**config.mk**
```make
export PLATFORM = sky130hd
export DESIGN_NAME = baud_tick_gen
export DESIGN_NICKNAME = d
export VERILOG_FILES = /design/src/rtl/baud_pkg.sv /design/src/rtl/baud_prescaler.sv /design/src/rtl/baud_ctrl.sv /design/src/rtl/baud_datapath.sv /design/src/rtl/baud_tick_gen.sv
export SDC_FILE = /design/constraint.sdc
export NUM_CORES = 1
export LEC_CHECK = 0
export BUFFER_PORTS_ARGS = -buffer_cell sky130_fd_sc_hd__clkbuf_2
export CAP_MARGIN = 40
export CORE_MARGIN = 5
export CORE_UTILIZATION = 28
export DETAILED_ROUTE_END_ITERATION = 16
export PLACE_DENSITY_LB_ADDON = 0.3
export SLEW_MARGIN = 20
export SYNTH_ARGS = -nofsm -noshare
export SYNTH_HDL_FRONTEND = slang
export SYNTH_SLANG_ARGS = --single-unit
```
**constraint.sdc**
```tcl
create_clock -name clk -period 6.8 [get_ports clk]
set_clock_uncertainty 0.05 [all_clocks]
set_input_delay 0.34 -clock clk [delete_from_list [all_inputs] [get_ports clk]]
set_output_delay 0.34 -clock clk [all_outputs]
set_load 0.05 [all_outputs]
```
**src/rtl/baud_pkg.sv**
```systemverilog
package baud_pkg;

  // strobes from control to datapath
  typedef struct packed {
    logic capture;
    logic step;
    logic reload;
    logic fire16;
    logic fireBit;
  } strobes_t;

  // status from datapath back to control
  typedef struct packed {
    logic cntLow;
    logic cntOne;
    logic subLast;
  } status_t;

endpackage

```
**src/rtl/baud_prescaler.sv**
```systemverilog
module baud_prescaler #(
  parameter int PRE_STD  = 10,
  parameter int PRE_FAST = 1
) (
  input  logic clk,
  input  logic rstN,
  input  logic sel,
  output logic preEn
);
  localparam int PRE_MAX = (PRE_STD > PRE_FAST) ? PRE_STD : PRE_FAST;
  localparam int PRE_W   = (PRE_MAX > 1) ? $clog2(PRE_MAX) : 1;

  generate
    if (PRE_MAX == 1) begin : g_bypass
      assign preEn = 1'b1;
    end else begin : g_count
      localparam logic [PRE_W-1:0] LAST_STD  = PRE_W'(PRE_STD - 1);
      localparam logic [PRE_W-1:0] LAST_FAST = PRE_W'(PRE_FAST - 1);

      logic [PRE_W-1:0] preCnt;
      logic [PRE_W-1:0] lastVal;

      assign lastVal = sel ? LAST_FAST : LAST_STD;
      // >= lets a switch to a shorter ratio recover in one cycle
      assign preEn = (preCnt >= lastVal);

      always_ff @(posedge clk or negedge rstN) begin
        if (!rstN)      preCnt <= '0;
        else if (preEn) preCnt <= '0;
        else            preCnt <= preCnt + 1'b1;
      end

      // with a steady select the count never passes its terminal value
      p_pre_bound_r2: assert property (@(posedge clk) disable iff (!rstN)
        $stable(sel) |-> (preCnt <= lastVal));
    end
  endgenerate

endmodule

```
**src/rtl/baud_ctrl.sv**
```systemverilog
module baud_ctrl
  import baud_pkg::*;
(
  input  logic     preEn,
  input  logic     divisorLoad,
  input  status_t  st,
  output strobes_t stb
);
  always_comb begin
    stb.capture = divisorLoad;
    stb.step    = preEn;
    // reload when the count is at its last step or idle at zero
    stb.reload  = preEn & st.cntLow;
    stb.fire16  = preEn & st.cntOne;
    stb.fireBit = preEn & st.cntOne & st.subLast;
  end
endmodule

```
**src/rtl/baud_datapath.sv**
```systemverilog
module baud_datapath
  import baud_pkg::*;
#(
  parameter int DIV_W      = 16,
  parameter int OVERSAMPLE = 16
) (
  input  logic             clk,
  input  logic             rstN,
  input  strobes_t         stb,
  input  logic [DIV_W-1:0] divisorIn,
  output status_t          st,
  output logic             tick16x,
  output logic             tickBit
);
  localparam int               SUB_W    = (OVERSAMPLE > 2) ? $clog2(OVERSAMPLE) : 1;
  localparam logic [SUB_W-1:0] SUB_LAST = SUB_W'(OVERSAMPLE - 1);

  logic [DIV_W-1:0] heldDiv;
  logic [DIV_W-1:0] cnt;
  logic [SUB_W-1:0] sub;
  logic             tick16Q;
  logic             tickBitQ;

  always_ff @(posedge clk or negedge rstN) begin
    if (!rstN) begin
      heldDiv  <= '0;
      cnt      <= '0;
      sub      <= '0;
      tick16Q  <= 1'b0;
      tickBitQ <= 1'b0;
    end else begin
      if (stb.capture) heldDiv <= divisorIn;
      if (stb.reload)    cnt <= heldDiv;
      else if (stb.step) cnt <= cnt - 1'b1;
      if (stb.fire16) begin
        if (sub == SUB_LAST) sub <= '0;
        else                 sub <= sub + 1'b1;
      end
      tick16Q  <= stb.fire16;
      tickBitQ <= stb.fireBit;
    end
  end

  always_comb begin
    st.cntLow  = (cnt <= DIV_W'(1));
    st.cntOne  = (cnt == DIV_W'(1));
    st.subLast = (sub == SUB_LAST);
  end

  assign tick16x = tick16Q;
  assign tickBit = tickBitQ;

  // a reload takes the captured divisor as it stood before the edge
  p_reload_r7: assert property (@(posedge clk) disable iff (!rstN)
    stb.reload |=> (cnt == $past(heldDiv)));

  // between reloads the count moves down one per prescaled enable
  p_step_r2: assert property (@(posedge clk) disable iff (!rstN)
    (stb.step && !stb.reload) |=> (cnt == $past(cnt) - 1'b1));

  // an idle (zero) count never yields a tick in the next cycle
  p_idle_r6: assert property (@(posedge clk) disable iff (!rstN)
    (cnt == '0) |=> !tick16x);

  // the bit tick coincides with a 16x tick
  p_bit_with_tick_r5: assert property (@(posedge clk) disable iff (!rstN)
    tickBit |-> tick16x);

  // the oversample counter restarts after the bit tick
  p_sub_wrap_r5: assert property (@(posedge clk) disable iff (!rstN)
    stb.fireBit |=> (sub == '0));

endmodule

```
**src/rtl/baud_tick_gen.sv**
```systemverilog
module baud_tick_gen
  import baud_pkg::*;
#(
  parameter int DIV_W      = 16,
  parameter int PRE_STD    = 10,
  parameter int PRE_FAST   = 1,
  parameter int OVERSAMPLE = 16
) (
  input  logic             clk,
  input  logic             rstN,
  input  logic             prescaleSel,
  input  logic [DIV_W-1:0] divisorIn,
  input  logic             divisorLoad,
  output logic             tick16x,
  output logic             tickBit
);
  logic     preEn;
  strobes_t stb;
  status_t  st;

  baud_prescaler #(
    .PRE_STD (PRE_STD),
    .PRE_FAST(PRE_FAST)
  ) u_pre (
    .clk  (clk),
    .rstN (rstN),
    .sel  (prescaleSel),
    .preEn(preEn)
  );

  baud_ctrl u_ctrl (
    .preEn      (preEn),
    .divisorLoad(divisorLoad),
    .st         (st),
    .stb        (stb)
  );

  baud_datapath #(
    .DIV_W     (DIV_W),
    .OVERSAMPLE(OVERSAMPLE)
  ) u_dp (
    .clk      (clk),
    .rstN     (rstN),
    .stb      (stb),
    .divisorIn(divisorIn),
    .st       (st),
    .tick16x  (tick16x),
    .tickBit  (tickBit)
  );

endmodule

```
## Word-level counts from Yosys, hierarchy flattened

Cells that the tools add are included.

- Order comparisons: 2
- Add/subtract/negate cells: 3
- Muxes and demuxes: 5
- Reduce and logical (&&, ||, !) cells: 1
- Bitwise gates (word level): 3
- Equality and inequality tests: 2

Operators by type and width:

| operator | count |
|---|---|
| 16-bit 2-to-1 mux | 2 |
| 16-bit by 1-bit == test with 1-bit output (second input constant) | 1 |
| 16-bit by 1-bit <= comparator with 1-bit output (second input constant) | 1 |
| 16-bit by 1-bit subtractor with 16-bit output (second input constant) | 1 |
| 4-bit 2-to-1 mux | 3 |
| 4-bit by 1-bit adder with 4-bit output (second input constant) | 2 |
| 4-bit == test (second input constant) | 1 |
| 4-bit greater-or-equal comparator | 1 |
| 1-bit AND | 3 |
| 2-bit nonzero test | 1 |

- Bits in registers: 42

## Longest topological paths before layout

Gate-level depths: netlist of the first run.

- Depth after elaboration: 4
- Mapped depth: 8
- Mapped depth without buffers: 8

## Cells and area by module

Synthesis of the first run repeated with hierarchy kept, for this count alone.

- Cell total of the unflattened synthesis: 199
- Area total of the unflattened synthesis: 2,163.3 sq um

Modules (own cells, without submodules):

| module | area an instance (sq um) | instances | cells each | seq. area each (sq um) |
|---|---|---|---|---|
| baud_datapath | 1,924.3 | 1 | 175 | 950.9 |
| baud_prescaler | 203.9 | 1 | 19 | 100.1 |
| baud_ctrl | 35.0 | 1 | 5 | 0.0 |

## Worst setup path after synthesis of the first run

OpenSTA, ideal clock, no wires.

- Path kind: register to register
- Start point: register u_pre.g_count.preCnt[0]
- End point: register u_dp.cnt[8]
- Required time: 6.681 ns
- Period minus slack after synthesis: 2.251 ns
- Arrival time: 2.132 ns
- Slack: 4.549 ns
- Buffers on the path: 0
- Cell stages (with the launch flop): 8
- Path through: dfrtp_1 inv_1 ha_1 or4b_4 o211a_4 and3_4 or4_1 nand3_1

- Longest elaborated chain between the ends: 3
- Elaborated cells on any way between the ends: 4

RTL lines:

| element | line | text |
|---|---|---|
| start: declaration | baud_prescaler.sv:20 | `logic [PRE_W-1:0] preCnt;` |
| start signal: assignment | baud_prescaler.sv:30 | `else preCnt <= preCnt + 1'b1;` |
| 4-bit greater-or-equal comparator * | baud_prescaler.sv:25 | `assign preEn = (preCnt >= lastVal);` |
| 1-bit AND | baud_ctrl.sv:13 | `stb.reload = preEn & st.cntLow;` |
| 16-bit 2-to-1 mux / 2-bit nonzero test (equally long branches) | n/a |  |
| end signal: assignment | baud_datapath.sv:33 | `if (stb.reload) cnt <= heldDiv;` |
| end signal: assignment | baud_datapath.sv:34 | `else if (stb.step) cnt <= cnt - 1'b1;` |
| end: declaration | baud_datapath.sv:19 | `logic [DIV_W-1:0] cnt;` |

Every way passes the cells marked *; elsewhere a longest branch is shown, timed or not.
A chain may end at the register's enable or synchronous reset.

## Worst setup path in the final report of the first run

- Start point: register u_dp.cnt[4]
- End point: register u_dp.cnt[6]

- Longest elaborated chain between the ends: 3
- Elaborated cells on any way between the ends: 6

RTL lines:

| element | line |
|---|---|
| 16-bit by 1-bit subtractor with 16-bit output / 16-bit by 1-bit <= comparator with 1-bit output (equally long branches) | baud_datapath.sv:34, baud_datapath.sv:45 |
| 16-bit 2-to-1 mux / 1-bit AND (equally long branches) | baud_datapath.sv:34, baud_ctrl.sv:13 |
| 16-bit 2-to-1 mux / 2-bit nonzero test (equally long branches) | n/a |

Parallel ways exist; a longest one is shown, timed or not. The select of a mux whose other input is x is not followed.

==> impl_metrics.xml, run 1 <==
<?xml version="1.0" encoding="UTF-8"?>
<metrics>
  <group name="status">
    <metric name="run_status" unit="">complete, no violations</metric>
  </group>
  <group name="yosys">
    <metric name="synth.yosys.seq_area_share" unit="">0.5060</metric>
    <metric name="post_synth_inst_count" unit="">192</metric>
    <metric name="postSynthRegisterBits" unit="">42</metric>
    <metric name="synth.avg_cell_area" unit="sq um">10.82</metric>
    <metric name="yosys_warnings" unit="">0</metric>
    <metric name="area_of_the_mapped_netlist" unit="sq um">2077</metric>
    <metric name="postSynthNetCount" unit="">218</metric>
    <metric name="synthDistinctLibCells" unit="">41</metric>
  </group>
  <group name="floorplan">
    <metric name="initial_core_util" unit="">0.2864</metric>
    <metric name="die_y" unit="um">96.13</metric>
    <metric name="floorplan.die_area" unit="sq um">9240</metric>
    <metric name="dieWidth" unit="um">96.13</metric>
    <metric name="placeableCoreArea" unit="sq um">7253</metric>
    <metric name="io_pins" unit="">22</metric>
    <metric name="num_rows" unit="">31</metric>
  </group>
  <group name="final_layout">
    <metric name="syn2layout_area_growth" unit="%">14.64</metric>
    <metric name="layout.nets" unit="">240</metric>
    <metric name="post_route_cells_drive_above_1_share" unit="">0.2558</metric>
    <metric name="final_common_cell" unit="">sky130_fd_sc_hd__dfrtp_1</metric>
    <metric name="layout.cell_area.non_filler" unit="sq um">2381</metric>
    <metric name="antennaDiodeCount" unit="">0</metric>
    <metric name="final_cell_mix" unit="">42 x sky130_fd_sc_hd__dfrtp_1, 20 x sky130_fd_sc_hd__clkbuf_2, 16 x sky130_fd_sc_hd__mux2_2</metric>
  </group>
  <group name="routing">
    <metric name="ant_nets" unit="">0</metric>
    <metric name="dr_total_vias" unit="">1507</metric>
    <metric name="route.detailed.drc" unit="">0</metric>
    <metric name="wire_per_inst" unit="um">13.32</metric>
    <metric name="drt-pass1-iter-count" unit="">4</metric>
    <metric name="vias_per_cell" unit="">4.799</metric>
    <metric name="postRouteWirelength" unit="mm">4.183</metric>
    <metric name="drt_first_iter_violations" unit="">39</metric>
  </group>
  <group name="place">
    <metric name="dp.final_hpwl" unit="mm">2.880</metric>
    <metric name="port-buffer-count" unit="">21</metric>
    <metric name="placement.cell_area" unit="sq um">2275</metric>
    <metric name="gp_congestion" unit="">0.7296</metric>
  </group>
  <group name="critical_path">
    <metric name="start_kind" unit="">register</metric>
    <metric name="worst_path_required_time" unit="ns">6.90</metric>
    <metric name="r2r_cells" unit="">5</metric>
    <metric name="critPathCapture" unit="">u_dp.cnt[6]$_DFFE_PN0P_</metric>
    <metric name="worstReg2RegStart" unit="">u_dp.cnt[4]$_DFFE_PN0P_</metric>
    <metric name="timing.critical_path.fanout_max" unit="">14</metric>
    <metric name="endpoint_kind" unit="">register</metric>
    <metric name="timing.critical_path.from" unit="">u_dp.cnt[4]$_DFFE_PN0P_</metric>
    <metric name="worst-setup-path-type" unit="">register to register</metric>
    <metric name="regToRegSetupSlack" unit="ns">4.28</metric>
    <metric name="worstPathArrival" unit="ns">2.62</metric>
    <metric name="worst_r2r_endpoint" unit="">u_dp.cnt[6]$_DFFE_PN0P_</metric>
  </group>
  <group name="timing">
    <metric name="fin_crit_sh" unit="">0.3711</metric>
    <metric name="fmaxAchievable" unit="MHz">396.3</metric>
    <metric name="finalSetupViolations" unit="">0</metric>
    <metric name="hold_violations" unit="">0</metric>
    <metric name="timing.final.max_slew_violations" unit="">0</metric>
    <metric name="grt_setup_unrepaired" unit="">false</metric>
    <metric name="finalCriticalPeriod" unit="ns">2.523</metric>
    <metric name="worst_hold_slack" unit="ns">0.01508</metric>
    <metric name="tightest_slew" unit="ns">0.6304</metric>
    <metric name="fin_setup_tns" unit="ns">0</metric>
    <metric name="maxSlewHeadroom" unit="">0.5797</metric>
  </group>
  <group name="global_routing">
    <metric name="maximum_number_of_pins_on_one_net_before_global_route_repair" unit="">43</metric>
    <metric name="gr-usage-all-layers" unit="">0.1029</metric>
    <metric name="grt.overflow.total" unit="">0</metric>
    <metric name="global_route_wire_length_before_repair" unit="mm">7.348</metric>
    <metric name="grt_pass1_vias" unit="">1498</metric>
    <metric name="antenna_found_initial" unit="">0</metric>
  </group>
  <group name="min_path">
    <metric name="worstHoldPathType" unit="">input port to async pin</metric>
  </group>
  <group name="clock_network">
    <metric name="clock_path_buffers" unit="">2</metric>
    <metric name="cts_max_level" unit="">2</metric>
    <metric name="clkTransAtPathRegs" unit="ns">0.08</metric>
    <metric name="cts_repair_resize_count" unit="">0</metric>
    <metric name="post_cts_setup_repair_bufs" unit="">0</metric>
    <metric name="tritoncts.num_buffers" unit="">5</metric>
    <metric name="ctsHoldBuffers" unit="">0</metric>
    <metric name="clock_tree_from_tritoncts" unit="">done</metric>
    <metric name="clock_latency" unit="ns">0.29</metric>
    <metric name="clkSinkCount" unit="">42</metric>
    <metric name="clockRootBuffer" unit="">sky130_fd_sc_hd__clkbuf_8</metric>
  </group>
  <group name="run">
    <metric name="max_cap_viol_count" unit="">0</metric>
  </group>
  <group name="power_and_ir_drop">
    <metric name="irDropWorstVdd" unit="mV">0.09817</metric>
    <metric name="power_density" unit="nW/um^2">297.9</metric>
    <metric name="static-leakage-power" unit="nW">1.033</metric>
  </group>
</metrics>
==> Yosys cell counts <==
library cell                instances  area share
sky130_fd_sc_hd__nand4_1            1      0.0030
sky130_fd_sc_hd__or2_2              1      0.0030
sky130_fd_sc_hd__o2bb2ai_1          1      0.0042
sky130_fd_sc_hd__nor3_1             8       0.019
sky130_fd_sc_hd__ha_1               6       0.036
sky130_fd_sc_hd__or3_1              1      0.0030
sky130_fd_sc_hd__o311ai_0           2      0.0084
sky130_fd_sc_hd__or4_1              4       0.014
sky130_fd_sc_hd__a2bb2oi_1          2      0.0084
sky130_fd_sc_hd__or4b_4             1      0.0066
sky130_fd_sc_hd__nor4_4             1       0.010
sky130_fd_sc_hd__o21ai_1            2      0.0048
sky130_fd_sc_hd__a311oi_2           1      0.0072
sky130_fd_sc_hd__a21o_1             3       0.011
sky130_fd_sc_hd__o211a_4            1      0.0084
sky130_fd_sc_hd__or3b_2             1      0.0042
sky130_fd_sc_hd__buf_6              2       0.011
sky130_fd_sc_hd__a221o_1            1      0.0048
sky130_fd_sc_hd__mux2_2            16       0.087
sky130_fd_sc_hd__o31ai_1            2      0.0072
sky130_fd_sc_hd__xor2_1             1      0.0042
sky130_fd_sc_hd__nor3_2             2      0.0096
sky130_fd_sc_hd__a22oi_1            5       0.018
sky130_fd_sc_hd__and3_4             1      0.0054
sky130_fd_sc_hd__nand3_1           11       0.027
sky130_fd_sc_hd__or4_4              1      0.0054
sky130_fd_sc_hd__dfrtp_1           42        0.51
sky130_fd_sc_hd__inv_1              9       0.016
sky130_fd_sc_hd__nor2_1            12       0.022
sky130_fd_sc_hd__nand2_1           15       0.027
sky130_fd_sc_hd__o21ai_0           12       0.029
sky130_fd_sc_hd__o22ai_1            2      0.0060
sky130_fd_sc_hd__nor3b_1            2      0.0072
sky130_fd_sc_hd__and2_1             2      0.0060
sky130_fd_sc_hd__clkbuf_1           5      0.0090
sky130_fd_sc_hd__a21oi_1            6       0.014
sky130_fd_sc_hd__or2_1              1      0.0030
sky130_fd_sc_hd__xnor2_1            2      0.0084
sky130_fd_sc_hd__nand4b_1           1      0.0042
sky130_fd_sc_hd__o41ai_1            2      0.0084
sky130_fd_sc_hd__inv_2              1      0.0018
==> through the flow <==
stage / util / power [W] / setup WS [ns] / cells
2_1_floorplan: - / 0.0004688 / 4.549 / 192
3_3_place_gp: 0.3122 / 0.0005137 / 4.159 / 305
3_5_place_dp: 0.3136 / 0.0005176 / 4.258 / 306
4_1_cts: 0.3283 / 0.0007175 / 4.267 / 314
5_1_grt: 0.3283 / 0.0007621 / 4.124 / 314
6_report: 0.3283 / 0.0007093 / 4.277 / 314
==> state kept, by name, summed over array words and instances (netlist names) <==
| name | flops |
|---|---|
| u_dp.heldDiv | 16 |
| u_dp.cnt | 16 |
| u_dp.sub | 4 |
| u_dp.tick16x | 1 |
| u_pre.g_count.preCnt | 4 |
| u_dp.tickBit | 1 |
==> cells by family (layout without fill, tap and decap cells) <==
group                    after synthesis  after routing  share of synthesized area
multiplexers                          16             16                    0.08675
XOR/XNOR                               3              3                    0.01265
AND/OR/NAND/NOR                       66             66                     0.1801
buffers and inverters                 17             40                    0.03795
flip-flops                            42             42                     0.5060
adder cells (fa/ha/maj)                6              6                    0.03614
AO/OA/AOI/OAI                         42             42                     0.1404
==> layout make-up <==
class	instances	area (sq um)
Timing Repair Buffer	22	115.1
Inverter	10	37.54
Multi-Input combinational cell	133	947.2
Sequential cell	42	1051
Fill cell	737	4872
Clock inverter	1	30.03
Tap cell	99	123.9
Clock buffer	7	76.32
==> routing by layer <==
metal,track usage,part of all wire
met5,0,0
met4,0.03910,0.018
met3,0.02658,0.026
met2,0.1558,0.45
met1,0.1400,0.51
==> worst min path at each step <==
stage | start | end | slack, ns | depth (start not counted)
after detailed placement | rstN | u_dp.sub[2]$_DFFE_PN0P_ | 0.36 | 1
after CTS | rstN | u_dp.sub[2]$_DFFE_PN0P_ | 0.04 | 1
final | rstN | u_dp.sub[2]$_DFFE_PN0P_ | 0.02 | 1
after global placement | u_dp.sub[3]$_DFFE_PN0P_ | u_dp.sub[3]$_DFFE_PN0P_ | 0.41 | 1
after floorplan | rstN | u_dp.cnt[0]$_DFFE_PN0P_ | -0.006 | 0
after global routing | rstN | u_dp.sub[2]$_DFFE_PN0P_ | 0.06 | 1
==> power by group <==
group	switching [W]	internal, W	total [W]
registers	0.0000510	0.000296	0.000347
logic	0.0000887	0.0000787	0.000167
clock network	0.0000854	0.000110	0.000195
total	0.000225	0.000484	0.000709
==> worst max-delay path: stages (launching register included) <==
cell,delay [ns]
sky130_fd_sc_hd__dfrtp_1,0.45
sky130_fd_sc_hd__or4_4,0.61
sky130_fd_sc_hd__nor4_4,0.31
sky130_fd_sc_hd__nand3_1,0.50
sky130_fd_sc_hd__o21ai_0,0.34
sky130_fd_sc_hd__a22oi_1,0.12
(Power assumes the default switching activity.)
==> inputs of run 2 (changes only) <==
Clock period 6.8 ns to 2.24 ns, I/O delays scaled along.
==> run 2 against run 1 <==
Compared with the run above: utilization grew 5.8 points; worst setup slack lost 4.3 ns; wire length grew 10%; non-clock buffer count grew 40; global-route usage grew 0.67 points; register-to-register slack lost 4.3 ns; die area is the same; worst hold slack gained 0.14 ns; clock power grew to 2.7 times the previous value; sequential share of layout area shrank 6.6 points; maximum frequency grew 13%; critical path depth grew 2; largest cell class unchanged; largest power group unchanged.
==> impl_metrics.xml, run 2 (same netlist as run 1, synthesis figures left out) <==
<?xml version="1.0" encoding="UTF-8"?>
<metrics>
  <group name="timing">
    <metric name="grt_setup_unrepaired" unit="">true</metric>
    <metric name="tightest_slew" unit="ns">0.6697</metric>
    <metric name="finalCriticalPeriod" unit="ns">2.227</metric>
    <metric name="finalSetupViolations" unit="">0</metric>
    <metric name="hold_violations" unit="">0</metric>
    <metric name="maxSlewHeadroom" unit="">0.5536</metric>
    <metric name="fmaxAchievable" unit="MHz">449.0</metric>
    <metric name="fin_crit_sh" unit="">0.9943</metric>
    <metric name="timing.final.max_slew_violations" unit="">0</metric>
  </group>
  <group name="routing">
    <metric name="wire_per_inst" unit="um">13.03</metric>
    <metric name="vias_per_cell" unit="">4.732</metric>
    <metric name="postRouteWirelength" unit="mm">4.614</metric>
    <metric name="drt-pass1-iter-count" unit="">4</metric>
    <metric name="ant_nets" unit="">0</metric>
    <metric name="drt_first_iter_violations" unit="">53</metric>
    <metric name="dr_total_vias" unit="">1675</metric>
    <metric name="route.detailed.drc" unit="">0</metric>
  </group>
  <group name="final_layout">
    <metric name="syn2layout_area_growth" unit="%">34.76</metric>
    <metric name="final_cell_mix" unit="">42 x sky130_fd_sc_hd__dfrtp_1, 21 x sky130_fd_sc_hd__clkbuf_2, 21 x sky130_fd_sc_hd__buf_4</metric>
    <metric name="antennaDiodeCount" unit="">0</metric>
    <metric name="layout.cell_area.non_filler" unit="sq um">2799</metric>
    <metric name="area_taken_by_multi_input_logic_gates" unit="sq um">1007</metric>
    <metric name="post_route_cells_drive_above_1_share" unit="">0.3608</metric>
    <metric name="area.sequential" unit="sq um">1051</metric>
    <metric name="layout.nets" unit="">280</metric>
    <metric name="end_of_flow_core_utilization" unit="">0.3859</metric>
    <metric name="largestRegisters" unit="">u_dp.cnt (16), u_dp.heldDiv (16)</metric>
    <metric name="fillers" unit="">745</metric>
    <metric name="final_common_cell" unit="">sky130_fd_sc_hd__dfrtp_1</metric>
  </group>
  <group name="floorplan">
    <metric name="dieWidth" unit="um">96.13</metric>
    <metric name="floorplan.die_area" unit="sq um">9240</metric>
    <metric name="io_pins" unit="">22</metric>
    <metric name="die_y" unit="um">96.13</metric>
    <metric name="num_rows" unit="">31</metric>
    <metric name="placeableCoreArea" unit="sq um">7253</metric>
    <metric name="initial_core_util" unit="">0.2864</metric>
  </group>
  <group name="global_routing">
    <metric name="global_route_wire_length_before_repair" unit="mm">7.817</metric>
    <metric name="gr-usage-all-layers" unit="">0.1095</metric>
    <metric name="maximum_number_of_pins_on_one_net_before_global_route_repair" unit="">22</metric>
    <metric name="grt.overflow.total" unit="">0</metric>
    <metric name="antenna_found_initial" unit="">0</metric>
    <metric name="grt_pass1_vias" unit="">1635</metric>
  </group>
  <group name="place">
    <metric name="dp.final_hpwl" unit="mm">3.176</metric>
    <metric name="placement.cell_area" unit="sq um">2420</metric>
    <metric name="gp_congestion" unit="">0.7751</metric>
    <metric name="port-buffer-count" unit="">21</metric>
  </group>
  <group name="clock_network">
    <metric name="clock_tree_from_tritoncts" unit="">done</metric>
    <metric name="clkSinkCount" unit="">42</metric>
    <metric name="clkTransAtPathRegs" unit="ns">0.09</metric>
    <metric name="tritoncts.num_buffers" unit="">5</metric>
    <metric name="cts_max_level" unit="">2</metric>
    <metric name="clock_path_buffers" unit="">2</metric>
    <metric name="clock_latency" unit="ns">0.30</metric>
    <metric name="clockRootBuffer" unit="">sky130_fd_sc_hd__clkbuf_8</metric>
  </group>
  <group name="critical_path">
    <metric name="timing.critical_path.from" unit="">u_pre.g_count.preCnt[0]$_DFF_PN0_</metric>
    <metric name="worst_path_required_time" unit="ns">2.43</metric>
    <metric name="worst-setup-path-type" unit="">register to register</metric>
    <metric name="start_kind" unit="">register</metric>
    <metric name="worstPathArrival" unit="ns">2.42</metric>
    <metric name="timing.critical_path.fanout_max" unit="">8</metric>
    <metric name="regToRegSetupSlack" unit="ns">0.01</metric>
    <metric name="endpoint_kind" unit="">register</metric>
    <metric name="worstReg2RegStart" unit="">u_pre.g_count.preCnt[0]$_DFF_PN0_</metric>
  </group>
  <group name="min_path">
    <metric name="worstHoldPathType" unit="">input port to async pin</metric>
  </group>
  <group name="power_and_ir_drop">
    <metric name="irDropWorstVdd" unit="mV">0.3534</metric>
    <metric name="static-leakage-power" unit="nW">1.242</metric>
    <metric name="power_density" unit="nW/um^2">808.4</metric>
    <metric name="finalPower" unit="W">0.002263</metric>
  </group>
  <group name="run">
    <metric name="max_cap_viol_count" unit="">0</metric>
  </group>
  <group name="status">
    <metric name="run_status" unit="">complete, no violations</metric>
  </group>
</metrics>
-- run 2: stage by stage --
step	hold slack (ns)	setup TNS, ns	instances	setup WS (ns)
finish	0.1525	0	354	0.01275
global route	0.1624	-0.3740	354	-0.08507
CTS	0.1631	0	353	0.009142
detailed placement	-0.05349	-0.05773	324	-0.05773
global placement	-0.05665	-0.008201	324	-0.008201
floorplan	-0.2336	0	192	0.004187
-- run 2: final timing paths --
path                                                 to  depth (start not counted)
max reg2reg                     u_dp.cnt[8]$_DFFE_PN0P_                          7
min in group clk           u_dp.heldDiv[14]$_DFFE_PN0P_                          2
max                             u_dp.cnt[8]$_DFFE_PN0P_                          7
min reg2reg                     u_dp.sub[3]$_DFFE_PN0P_                          1
min                            u_dp.cnt[14]$_DFFE_PN0P_                          2
max in group asynchronous       u_dp.cnt[2]$_DFFE_PN0P_                          3
-- run 2: final cells by class --
type                       instances  area share
clock buffer                       6     0.02950
tap                               99     0.04426
multi-input combinational        133      0.3599
inverter                          10     0.01341
clock inverter                     2    0.004470
timing repair buffer              62      0.1730
sequential                        42      0.3755
-- run 2: power by group --
group	switching (W)	total (W)	leakage, nW	internal (W)
logic	0.000355	0.000720	0.675	0.000365
registers	0.000122	0.00102	0.521	0.000897
clock network	0.000275	0.000523	0.0472	0.000248
-- run 2: worst max-delay path, cell delays in order (launching register included) --
cell and delay, ns:
sky130_fd_sc_hd__dfrtp_1 0.35, sky130_fd_sc_hd__inv_1 0.05, sky130_fd_sc_hd__ha_1 0.27, sky130_fd_sc_hd__or4b_4 0.50, sky130_fd_sc_hd__o211a_4 0.26, sky130_fd_sc_hd__and3_4 0.21, sky130_fd_sc_hd__or4_4 0.42, sky130_fd_sc_hd__nand3_2 0.08
-- run 2: repair_timing --
| item | CTS | global route |
|---|---|---|
| buffers inserted | 4 | 1 |
| endpoints found under the setup margin | 1 | 12 |
| endpoints found under the hold margin | 58 | 0 |
| pin swaps | 2 | 4 |
| resized for setup | 0 | 16 |
| hold buffers | 17 | 0 |
-- run 2: per-layer routing --
layer  part of all wire  GRT usage  up-vias
met3              0.040    0.02189        4
met4              0.014    0.04384        0
met5                  0          0        -
met2               0.45     0.1662       34
li1                   -          -      823
met1               0.50     0.1519      814
==> inputs of run 3 (changes only) <==
Settings changed: BUFFER_PORTS_ARGS -buffer_cell sky130_fd_sc_hd__clkbuf_2 to -buffer_cell sky130_fd_sc_hd__buf_2.
==> run 3 against run 2 <==
Compared with the run above: clock power shrank 13%; global-route usage shrank 0.16 points; first-iteration DRC count shrank 30%; via count shrank 5.8%; critical endpoint unchanged; sequential cell count is the same; critical path depth is the same; total power shrank 4.9%; utilization shrank 1.4 points; clock-buffer cell count shrank 1.
==> impl_metrics.xml, run 3 (same netlist as run 1, synthesis figures left out) <==
<?xml version="1.0" encoding="UTF-8"?>
<metrics>
  <group name="floorplan">
    <metric name="initial_core_util" unit="">0.2864</metric>
    <metric name="io_pins" unit="">22</metric>
    <metric name="placeableCoreArea" unit="sq um">7253</metric>
    <metric name="dieWidth" unit="um">96.13</metric>
    <metric name="num_rows" unit="">31</metric>
    <metric name="die_y" unit="um">96.13</metric>
    <metric name="floorplan.die_area" unit="sq um">9240</metric>
  </group>
  <group name="clock_network">
    <metric name="clock_latency" unit="ns">0.29</metric>
    <metric name="clkTransAtPathRegs" unit="ns">0.08</metric>
    <metric name="cts_max_level" unit="">2</metric>
    <metric name="clock_tree_from_tritoncts" unit="">done</metric>
    <metric name="clockRootBuffer" unit="">sky130_fd_sc_hd__clkbuf_8</metric>
    <metric name="tritoncts.num_buffers" unit="">5</metric>
    <metric name="clkSinkCount" unit="">42</metric>
    <metric name="clock_path_buffers" unit="">2</metric>
  </group>
  <group name="final_layout">
    <metric name="antennaDiodeCount" unit="">0</metric>
    <metric name="post_route_cells_drive_above_1_share" unit="">0.3360</metric>
    <metric name="end_of_flow_core_utilization" unit="">0.3714</metric>
    <metric name="final_common_cell" unit="">sky130_fd_sc_hd__dfrtp_1</metric>
    <metric name="largestRegisters" unit="">u_dp.cnt (16), u_dp.heldDiv (16)</metric>
    <metric name="syn2layout_area_growth" unit="%">29.70</metric>
    <metric name="fillers" unit="">769</metric>
    <metric name="final_cell_mix" unit="">42 x sky130_fd_sc_hd__dfrtp_1, 23 x sky130_fd_sc_hd__buf_4, 21 x sky130_fd_sc_hd__buf_2</metric>
    <metric name="layout.nets" unit="">276</metric>
  </group>
  <group name="power_and_ir_drop">
    <metric name="irDropWorstVdd" unit="mV">0.3599</metric>
    <metric name="static-leakage-power" unit="nW">1.203</metric>
    <metric name="power_density" unit="nW/um^2">798.5</metric>
  </group>
  <group name="routing">
    <metric name="dr_total_vias" unit="">1578</metric>
    <metric name="wire_per_inst" unit="um">12.41</metric>
    <metric name="vias_per_cell" unit="">4.521</metric>
    <metric name="drt-pass1-iter-count" unit="">4</metric>
    <metric name="postRouteWirelength" unit="mm">4.332</metric>
    <metric name="route.detailed.drc" unit="">0</metric>
    <metric name="drt_first_iter_violations" unit="">37</metric>
    <metric name="ant_nets" unit="">0</metric>
  </group>
  <group name="run">
    <metric name="max_cap_viol_count" unit="">0</metric>
  </group>
  <group name="critical_path">
    <metric name="endpoint_kind" unit="">register</metric>
    <metric name="timing.critical_path.fanout_max" unit="">7</metric>
    <metric name="worst_path_required_time" unit="ns">2.41</metric>
    <metric name="worstPathArrival" unit="ns">2.40</metric>
    <metric name="start_kind" unit="">register</metric>
    <metric name="worst-setup-path-type" unit="">register to register</metric>
  </group>
  <group name="global_routing">
    <metric name="grt_use_met1" unit="">0.1451</metric>
    <metric name="global_route_wire_length_before_repair" unit="mm">7.790</metric>
    <metric name="gr-usage-all-layers" unit="">0.1079</metric>
    <metric name="gr-max-usage-layer" unit="">met2</metric>
    <metric name="antenna_found_initial" unit="">0</metric>
    <metric name="grt.overflow.total" unit="">0</metric>
    <metric name="grtUsageMet3" unit="">0.02346</metric>
    <metric name="grt_pass1_vias" unit="">1632</metric>
    <metric name="maximum_number_of_pins_on_one_net_before_global_route_repair" unit="">28</metric>
    <metric name="global_route.usage.met2" unit="">0.1731</metric>
  </group>
  <group name="min_path">
    <metric name="worstHoldPathType" unit="">input port to register</metric>
  </group>
  <group name="status">
    <metric name="run_status" unit="">complete, no violations</metric>
  </group>
  <group name="place">
    <metric name="dp.final_hpwl" unit="mm">3.072</metric>
    <metric name="gp_congestion" unit="">0.7430</metric>
    <metric name="port-buffer-count" unit="">21</metric>
  </group>
  <group name="timing">
    <metric name="fin_crit_sh" unit="">0.9951</metric>
    <metric name="grt_setup_unrepaired" unit="">true</metric>
    <metric name="maxSlewHeadroom" unit="">0.7270</metric>
    <metric name="fmaxAchievable" unit="MHz">448.6</metric>
    <metric name="finalSetupViolations" unit="">0</metric>
    <metric name="fin_setup_tns" unit="ns">0</metric>
    <metric name="tightest_slew" unit="ns">0.4096</metric>
    <metric name="finalCriticalPeriod" unit="ns">2.229</metric>
    <metric name="hold_violations" unit="">0</metric>
    <metric name="timing.final.max_slew_violations" unit="">0</metric>
  </group>
</metrics>
==> run 3: changes by cell type in the layout (fill, tap and decap cells not counted), sizes merged <==
cell	before	now
clkinv	1	2
clkbuf	27	5
dlygate4sd3	17	13
buf	24	45
clkinvlp	1	0
==> run 3: through the flow <==
| step | area [sq um] | std cells | power (W) | setup WS (ns) | hold WS (ns) |
|---|---|---|---|---|---|
| after floorplan | 2077 | 192 | 0.001423 | 0.004187 | -0.2336 |
| after global placement | 2420 | 324 | 0.001673 | -0.01308 | -0.006015 |
| after detailed placement | 2420 | 324 | 0.001681 | -0.06051 | -0.002106 |
| after CTS | 2659 | 348 | 0.002155 | 0.003181 | 0.002933 |
| after global routing | 2694 | 349 | 0.002323 | -0.08300 | 0.005503 |
| final | 2694 | 349 | 0.002151 | 0.01096 | 0.007712 |
==> run 3: final timing paths <==
path                                                   start                           end  slack, ns  depth (start not counted)
hold reg to reg                      u_dp.sub[3]$_DFFE_PN0P_       u_dp.sub[3]$_DFFE_PN0P_       0.44                          1
min in group asynchronous                               rstN       u_dp.sub[2]$_DFFE_PN0P_       0.22                          2
setup reg to reg           u_pre.g_count.preCnt[0]$_DFF_PN0_       u_dp.cnt[8]$_DFFE_PN0P_       0.01                          7
max in group asynchronous                               rstN   u_dp.heldDiv[9]$_DFFE_PN0P_       1.26                          3
hold / removal                                 divisorIn[11]  u_dp.heldDiv[11]$_DFFE_PN0P_      0.008                          2
setup / recovery           u_pre.g_count.preCnt[0]$_DFF_PN0_       u_dp.cnt[8]$_DFFE_PN0P_       0.01                          7
==> run 3: worst max-delay path, stage by stage (launching register included) <==
cell                      delay (ns)
sky130_fd_sc_hd__dfrtp_1        0.36
sky130_fd_sc_hd__inv_1          0.05
sky130_fd_sc_hd__ha_1           0.26
sky130_fd_sc_hd__or4b_4         0.50
sky130_fd_sc_hd__o211a_4        0.26
sky130_fd_sc_hd__and3_4         0.20
sky130_fd_sc_hd__or4_1          0.40
sky130_fd_sc_hd__nand3_1        0.09
==> run 3: cell type report <==
class                           instances  area [sq um]  share of cell area
Sequential cell                        42          1051              0.3902
Inverter                               10         37.54             0.01393
Multi-Input combinational cell        133         974.7              0.3618
Timing Repair Buffer                   58         427.9              0.1588
Clock inverter                          2         10.01            0.003716
Clock buffer                            5         68.82             0.02555
Tap cell                               99         123.9             0.04598
==> run 3: where the power goes <==
| part | leakage (nW) | switching [W] | internal [W] |
|---|---|---|---|
| sequential | 0.521 | 0.000117 | 0.000898 |
| clock | 0.0438 | 0.000248 | 0.000209 |
| combinational | 0.638 | 0.000337 | 0.000343 |
| total | 1.20 | 0.000701 | 0.00145 |
==> run 3: routing by layer <==
| metal | wire, um | vias to the layer above |
|---|---|---|
| li1 | - | 816 |
| met1 | 2242 | 741 |
| met2 | 1923 | 19 |
| met3 | 124 | 2 |
| met4 | 42 | 0 |
| met5 | 0 | - |
==> run 3: repair_timing <==
action                                 4_1_cts  5_1_grt
setup endpoints to repair                    1        9
hold buffers                                13        0
endpoints found under the hold margin       27        0
gates resized for setup                      0       11
buffers inserted                             4        1
pin swaps                                    2        2
